**src/rtl/tslot_pkg.sv**
```systemverilog
package tslot_pkg;

  typedef enum logic [1:0] {
    MODE_NORM  = 2'b00,
    MODE_PRE   = 2'b01,
    MODE_STILL = 2'b10
  } mode_e;

  // Request code 11 is folded onto pass-through.
  function automatic mode_e decode_req(input logic [1:0] req);
    case (req)
      2'b01:   return MODE_PRE;
      2'b10:   return MODE_STILL;
      default: return MODE_NORM;
    endcase
  endfunction

endpackage

```
**src/rtl/tslot_timer.sv**
```systemverilog
module tslot_timer #(
  parameter  int UNIT_CYC  = 4,
  parameter  int GRAY_W    = 4,
  localparam int PER_UNITS = (1 << GRAY_W) - 1,
  localparam int UW        = $clog2(PER_UNITS + 1),
  localparam int CW        = (UNIT_CYC > 1) ? $clog2(UNIT_CYC) : 1,
  localparam int SW        = (GRAY_W > 1) ? $clog2(GRAY_W) : 1
) (
  input  logic          clk,
  input  logic          rst_n,
  output logic [SW-1:0] slot_idx,
  output logic          bnd
);

  logic [CW-1:0] ucnt_q, ucnt_n;
  logic [UW-1:0] uidx_q, uidx_n;
  logic          ucnt_last, uidx_last;

  assign ucnt_last = (ucnt_q == CW'(UNIT_CYC - 1));
  assign uidx_last = (uidx_q == UW'(PER_UNITS - 1));
  assign bnd       = ucnt_last & uidx_last;

  always_comb begin
    ucnt_n = ucnt_last ? '0 : ucnt_q + CW'(1);
    uidx_n = uidx_last ? '0 : uidx_q + UW'(1);
  end

  // Slot k starts at unit 2^W - 2^(W-k); the last start passed wins.
  always_comb begin
    slot_idx = '0;
    for (int k = 0; k < GRAY_W; k++) begin
      if (32'(uidx_q) >= ((1 << GRAY_W) - (1 << (GRAY_W - k))))
        slot_idx = SW'(k);
    end
  end

  always_ff @(posedge clk or negedge rst_n) begin
    if (!rst_n) ucnt_q <= '0;
    else        ucnt_q <= ucnt_n;
  end

  always_ff @(posedge clk or negedge rst_n) begin
    if (!rst_n)         uidx_q <= '0;
    else if (ucnt_last) uidx_q <= uidx_n;
  end

  assert_unit_range_R2: assert property (@(posedge clk) disable iff (!rst_n)
    uidx_q <= UW'(PER_UNITS - 1));

  assert_wrap_slot0_R2: assert property (@(posedge clk) disable iff (!rst_n)
    bnd |=> (slot_idx == '0));

endmodule

```
**src/rtl/tslot_mode_ctl.sv**
```systemverilog
module tslot_mode_ctl
  import tslot_pkg::*;
(
  input  logic       clk,
  input  logic       rst_n,
  input  logic [1:0] mode_req,
  input  logic       frame_tick,
  input  logic       bnd,
  output mode_e      mode_q,
  output logic       pol_q
);

  mode_e mode_n, req_mode;
  logic  pol_n, pend_q, pend_n;

  assign req_mode = decode_req(mode_req);

  always_comb begin
    mode_n = mode_q;
    pol_n  = pol_q;
    pend_n = pend_q | frame_tick;
    if (bnd) begin
      mode_n = req_mode;
      pend_n = 1'b0;
      if (mode_q == MODE_STILL && req_mode == MODE_STILL)
        pol_n = pol_q ^ (pend_q | frame_tick);
      else
        pol_n = 1'b0;
    end
  end

  always_ff @(posedge clk or negedge rst_n) begin
    if (!rst_n) begin
      mode_q <= MODE_NORM;
      pol_q  <= 1'b0;
      pend_q <= 1'b0;
    end else begin
      mode_q <= mode_n;
      pol_q  <= pol_n;
      pend_q <= pend_n;
    end
  end

  assert_mode_at_bnd_R4: assert property (@(posedge clk) disable iff (!rst_n)
    !bnd |=> $stable(mode_q));

  assert_pol_at_bnd_R8: assert property (@(posedge clk) disable iff (!rst_n)
    !bnd |=> $stable(pol_q));

  assert_pol_only_still_R8: assert property (@(posedge clk) disable iff (!rst_n)
    (mode_q != MODE_STILL) |-> !pol_q);

endmodule

```
**src/rtl/tslot_store.sv**
```systemverilog
module tslot_store #(
  parameter  int GRAY_W = 4,
  localparam int SW     = (GRAY_W > 1) ? $clog2(GRAY_W) : 1
) (
  input  logic              clk,
  input  logic              rst_n,
  input  logic              wr_en,
  input  logic [SW-1:0]     slot_idx,
  input  logic              data_in,
  output logic [GRAY_W-1:0] store_q,
  output logic              cur_bit
);

  for (genvar b = 0; b < GRAY_W; b++) begin : g_cell
    logic cell_we;
    assign cell_we = wr_en && (slot_idx == SW'(GRAY_W - 1 - b));
    always_ff @(posedge clk or negedge rst_n) begin
      if (!rst_n)       store_q[b] <= 1'b0;
      else if (cell_we) store_q[b] <= data_in;
    end
  end

  always_comb begin
    cur_bit = 1'b0;
    for (int k = 0; k < GRAY_W; k++) begin
      if (slot_idx == SW'(k)) cur_bit = store_q[GRAY_W - 1 - k];
    end
  end

  assert_store_hold_R9: assert property (@(posedge clk) disable iff (!rst_n)
    !wr_en |=> $stable(store_q));

endmodule

```
**src/rtl/tslot_pixel_seq.sv**
```systemverilog
module tslot_pixel_seq
  import tslot_pkg::*;
#(
  parameter  int UNIT_CYC = 4,
  localparam int GRAY_W   = 4,
  localparam int SW       = 2
) (
  input  logic       clk,
  input  logic       rst_n,
  input  logic [1:0] mode_req,
  input  logic       data_in,
  input  logic       frame_tick,
  output logic [3:0] slot_strb,
  output logic       vcom_hi,
  output logic       pix_out
);

  logic              rst_ff1, rst_i;
  logic [SW-1:0]     slot_idx;
  logic              bnd, pol_q, cur_bit;
  logic [GRAY_W-1:0] store_q;
  mode_e             mode_q;

  always_ff @(posedge clk or negedge rst_n) begin
    if (!rst_n) begin
      rst_ff1 <= 1'b0;
      rst_i   <= 1'b0;
    end else begin
      rst_ff1 <= 1'b1;
      rst_i   <= rst_ff1;
    end
  end

  tslot_timer #(.UNIT_CYC(UNIT_CYC), .GRAY_W(GRAY_W)) u_timer (
    .clk(clk), .rst_n(rst_i), .slot_idx(slot_idx), .bnd(bnd)
  );

  tslot_mode_ctl u_mode (
    .clk(clk), .rst_n(rst_i), .mode_req(mode_req), .frame_tick(frame_tick),
    .bnd(bnd), .mode_q(mode_q), .pol_q(pol_q)
  );

  tslot_store #(.GRAY_W(GRAY_W)) u_store (
    .clk(clk), .rst_n(rst_i), .wr_en(mode_q == MODE_PRE), .slot_idx(slot_idx),
    .data_in(data_in), .store_q(store_q), .cur_bit(cur_bit)
  );

  for (genvar k = 0; k < GRAY_W; k++) begin : g_strb
    assign slot_strb[k] = (mode_q != MODE_NORM) && (slot_idx == SW'(k));
  end

  assign vcom_hi = pol_q;
  assign pix_out = (mode_q == MODE_STILL) ? (cur_bit ^ pol_q) : data_in;

  assert_strb_onehot_R3: assert property (@(posedge clk) disable iff (!rst_i)
    $onehot0(slot_strb));

  assert_strb_one_rise_R3: assert property (@(posedge clk) disable iff (!rst_i)
    $countones(slot_strb & ~$past(slot_strb)) <= 1);

  assert_strb_quiet_norm_R2: assert property (@(posedge clk) disable iff (!rst_i)
    (mode_q == MODE_NORM) |-> (slot_strb == '0));

  assert_pass_through_R5: assert property (@(posedge clk) disable iff (!rst_i)
    (mode_q != MODE_STILL) |-> (pix_out == data_in));

endmodule

```
**config.mk**
```make
export PLATFORM = sky130hd
export DESIGN_NAME = tslot_pixel_seq
export DESIGN_NICKNAME = d
export VERILOG_FILES = /design/src/rtl/tslot_pkg.sv /design/src/rtl/tslot_timer.sv /design/src/rtl/tslot_mode_ctl.sv /design/src/rtl/tslot_store.sv /design/src/rtl/tslot_pixel_seq.sv
export SDC_FILE = /design/constraint.sdc
export NUM_CORES = 1
export LEC_CHECK = 0
export BUFFER_PORTS_ARGS = -buffer_cell sky130_fd_sc_hd__buf_2
export CAP_MARGIN = 25
export CELL_PAD_IN_SITES_DETAIL_PLACEMENT = 0
export CELL_PAD_IN_SITES_GLOBAL_PLACEMENT = 1
export CORE_UTILIZATION = 37
export DETAILED_ROUTE_END_ITERATION = 12
export HOLD_SLACK_MARGIN = 0.03
export PLACE_DENSITY_LB_ADDON = 0.1
export SKIP_CTS_REPAIR_TIMING = 1
export SLEW_MARGIN = 25
export SYNTH_ARGS = -nofsm -noshare
export SYNTH_HDL_FRONTEND = slang
export SYNTH_HIERARCHICAL = 1
export SYNTH_SLANG_ARGS = --single-unit
export TNS_END_PERCENT = 1
```
**constraint.sdc**
```tcl
create_clock -name clk -period 2.2 [get_ports clk]
set_input_delay 0.22 -clock clk [delete_from_list [all_inputs] [get_ports clk]]
set_output_delay 0.22 -clock clk [all_outputs]
set_load 0.02 [all_outputs]
```
==> flow_summary.yaml <==
status:
  outcome: "completed"
detailed_routing:
  wl_per_cell_um: 11.1
  wirelength_mm: 1.32
  vias_per_cell: 4.81
  vias: 572
  drt_iter0_drc: 1
  drt-pass1-iter-count: 2
  ant_nets: 0
  drc: 0
global_route:
  grt_pass1_vias: 530
  grt_pass1_wl_mm: 2.26
  met1_usage: 0.153
  antenna_found_initial: 0
  track_usage: 0.125
  grt_max_degree: 15
  busiest_layer: "met2"
  grt.overflow.total: 0
  grt_util_met3: 0.0187
  use_met2: 0.208
critical_path:
  r2r_setup_slack_ns: 0.59
  crit-reg2reg-launch: "u_timer/ucnt_q[0]"
  cp-endpoint: "pix_out"
  critical_path.reg2reg.endpoint: "u_mode/mode_q[1]"
  cp.required_ns: 1.98
  crit_path_end_kind: "output port"
  setup.worst_path.start: "u_timer/uidx_q[2]"
  path_max_fanout: 3
  critPathKind: "register to output port"
  setup.worst_path.start_class: "register"
  cp.arrival_ns: 1.95
  rr_worst_depth: 5
synthesis:
  syn_area_um2: 813
  synth_top_area_share: 0.492
  synth-edff-count: 0
  syn_inst: 71
  yosys.area_share.simple: 0.245
  synthMuxAreaShare: 0.146
  yosysUniqueCellTypes: 29
  postSynthAreaPerCell_um2: 11.5
  yosysMostFrequentCell: "dfrtp_1"
  synth_top_family_by_area: "simple AND/OR/NAND/NOR gates"
  ys_seq_elements: 16
  synth_top_cell_by_area: "dfrtp_1"
  seq_area_frac_synth: 0.492
  synth.area.top_cells: "dfrtp_1 49%, mux2_2 5.5%, mux2_4 3.7%, nand3b_1 3.7%, ha_1 3.1%"
  ys.warnings.count: 6
  synth_compound_area_frac: 0.0523
  syn-num-nets: 79
  async_flop_share: 1.00
  synthAdderAreaFrac: 0.0308
  synthTopCellsByCount: "16 x dfrtp_1, 6 x nor2_1"
  synth-main-ff-cell: "dfrtp_1"
  synth_xor_area_frac: 0.0108
layout:
  final_nets: 102
  fin_area_um2: 998
  layout-drive-gt1-share: 0.359
  syn_to_final_growth_pct: 22.8
  n_antenna_cell: 0
  nFillCells: 204
  multi_input_area_um2: 410
  regArea_um2: 400
hold_path:
  hold_class: "input pin to register"
placed_design:
  io_buffers: 11
  placed_cell_area_um2: 932
  hpwl_um: 984
  pre_cts_ws_ns: 0.116
  place_congestion: 0.688
power_and_ir_drop:
  irDropWorstVdd_mv: 0.213
  leakage_nw: 0.465
  powerDensity_nw_per_um2: 469
  power_uw: 468
die:
  core_um2: 2020
  rows: 16
  die-width_um: 48.9
  io_pins: 12
  start_util: 0.402
  dieArea_um2: 2390
  die_y_um: 48.9
cts:
  clkTransAtPathRegs_ns: 0.08
  htree_num_levels: 1
  cts_sinks: 16
  clock_latency_ns: 0.27
  cts_buffers: 3
  clockRootBuffer: "clkbuf_4"
  cts_tree: "yes"
  clk_path_buf_depth: 2
sta:
  setup_violations: 0
  post-route-period-util: 0.986
  max_freq_mhz: 461
  worst_pin_slew_ns: 0.564
  skew_ns: 0.00142
  rsz0062_at_grt: "yes"
  fin_crit_ns: 2.17
  relSlewSlack: 0.624
  finalMaxSlewViolations: 0
  hold_viol: 0
  fin_hold_ws_ns: 0.187
  fin_ws_ns: 0.0314
run:
  cap_violations: 0
-- critical path, cell delays in order (launching register included) --
cell	delay, ns
dfrtp_1	0.42
a21boi_4	0.19
mux4_2	0.52
xor2_1	0.15
mux2_4	0.26
buf_6	0.13
-- worst min path at each step --
| stage | start | depth (start not counted) | slack [ns] | end |
|---|---|---|---|---|
| after global placement | rst_n | 1 | 0.006 | rst_i |
| after global routing | data_in | 2 | 0.23 | u_store/store_q[1] |
| after detailed placement | rst_n | 1 | 0.007 | rst_i |
| final | frame_tick | 3 | 0.19 | u_mode/pend_q |
| after floorplan | rst_n | 0 | -0.08 | rst_ff1 |
| after CTS | rst_n | 1 | -0.30 | rst_ff1 |
-- where the power goes --
part / switching (mW) / leakage (nW) / internal, mW
logic: 0.00706 / 0.267 / 0.0120
registers: 0.00683 / 0.184 / 0.299
clock network: 0.0800 / 0.0138 / 0.0633
total: 0.0939 / 0.465 / 0.375
-- layout make-up --
cell class / count / area share
Sequential cell: 16 / 0.401
Inverter: 4 / 0.0150
Tap cell: 27 / 0.0338
Timing Repair Buffer: 18 / 0.117
Multi-Input combinational cell: 51 / 0.411
Clock buffer: 3 / 0.0226
-- logic make-up (layout without fill, tap and decap cells) --
family / after synthesis / count (layout)
adder cells (fa/ha/maj): 2 / 2
XOR/XNOR: 1 / 1
other: 1 / 1
buffers and inverters: 4 / 25
AO/OA/AOI/OAI: 7 / 7
flip-flops: 16 / 16
multiplexers: 9 / 9
AND/OR/NAND/NOR: 31 / 31
-- per-stage QoR --
stage	instances	util	setup TNS (ns)
4_1_cts	116	0.472	-0.202
3_5_place_dp	113	0.461	0
5_1_grt	119	0.494	-0.0260
2_1_floorplan	71	-	0
6_report	119	0.494	0
3_3_place_gp	113	0.461	0
-- registers in the layout, indices dropped and copies added, names as in the netlist --
| register | cells |
|---|---|
| u_timer/uidx_q | 4 |
| u_store/store_q | 4 |
| rst_i | 1 |
| rst_ff1 | 1 |
| u_mode/pend_q | 1 |
| u_mode/mode_q | 2 |
| u_mode/pol_q | 1 |
| u_timer/ucnt_q | 2 |
-- layer usage --
layer | part of all wire | vias to the layer above
li1 | - | 291
met1 | 0.48 | 269
met2 | 0.48 | 10
met3 | 0.027 | 2
met4 | 0.014 | 0
met5 | 0 | -
-- cell usage in the layout, fill, tap and decap left out, types with 2 or more instances in the layout --
master and count:
mux2_4 2, o21ai_0 3, nor3b_1 2, clkbuf_4 3, inv_1 3, nand3_1 2
ha_1 2, buf_2 10, buf_4 6, mux2_2 4, dfrtp_1 16, nor2_1 6
nor2b_1 3, nor3_1 2, nand2b_1 4, o22ai_1 2, nand3b_1 4
No activity file was read; power rests on OpenSTA's default activity.
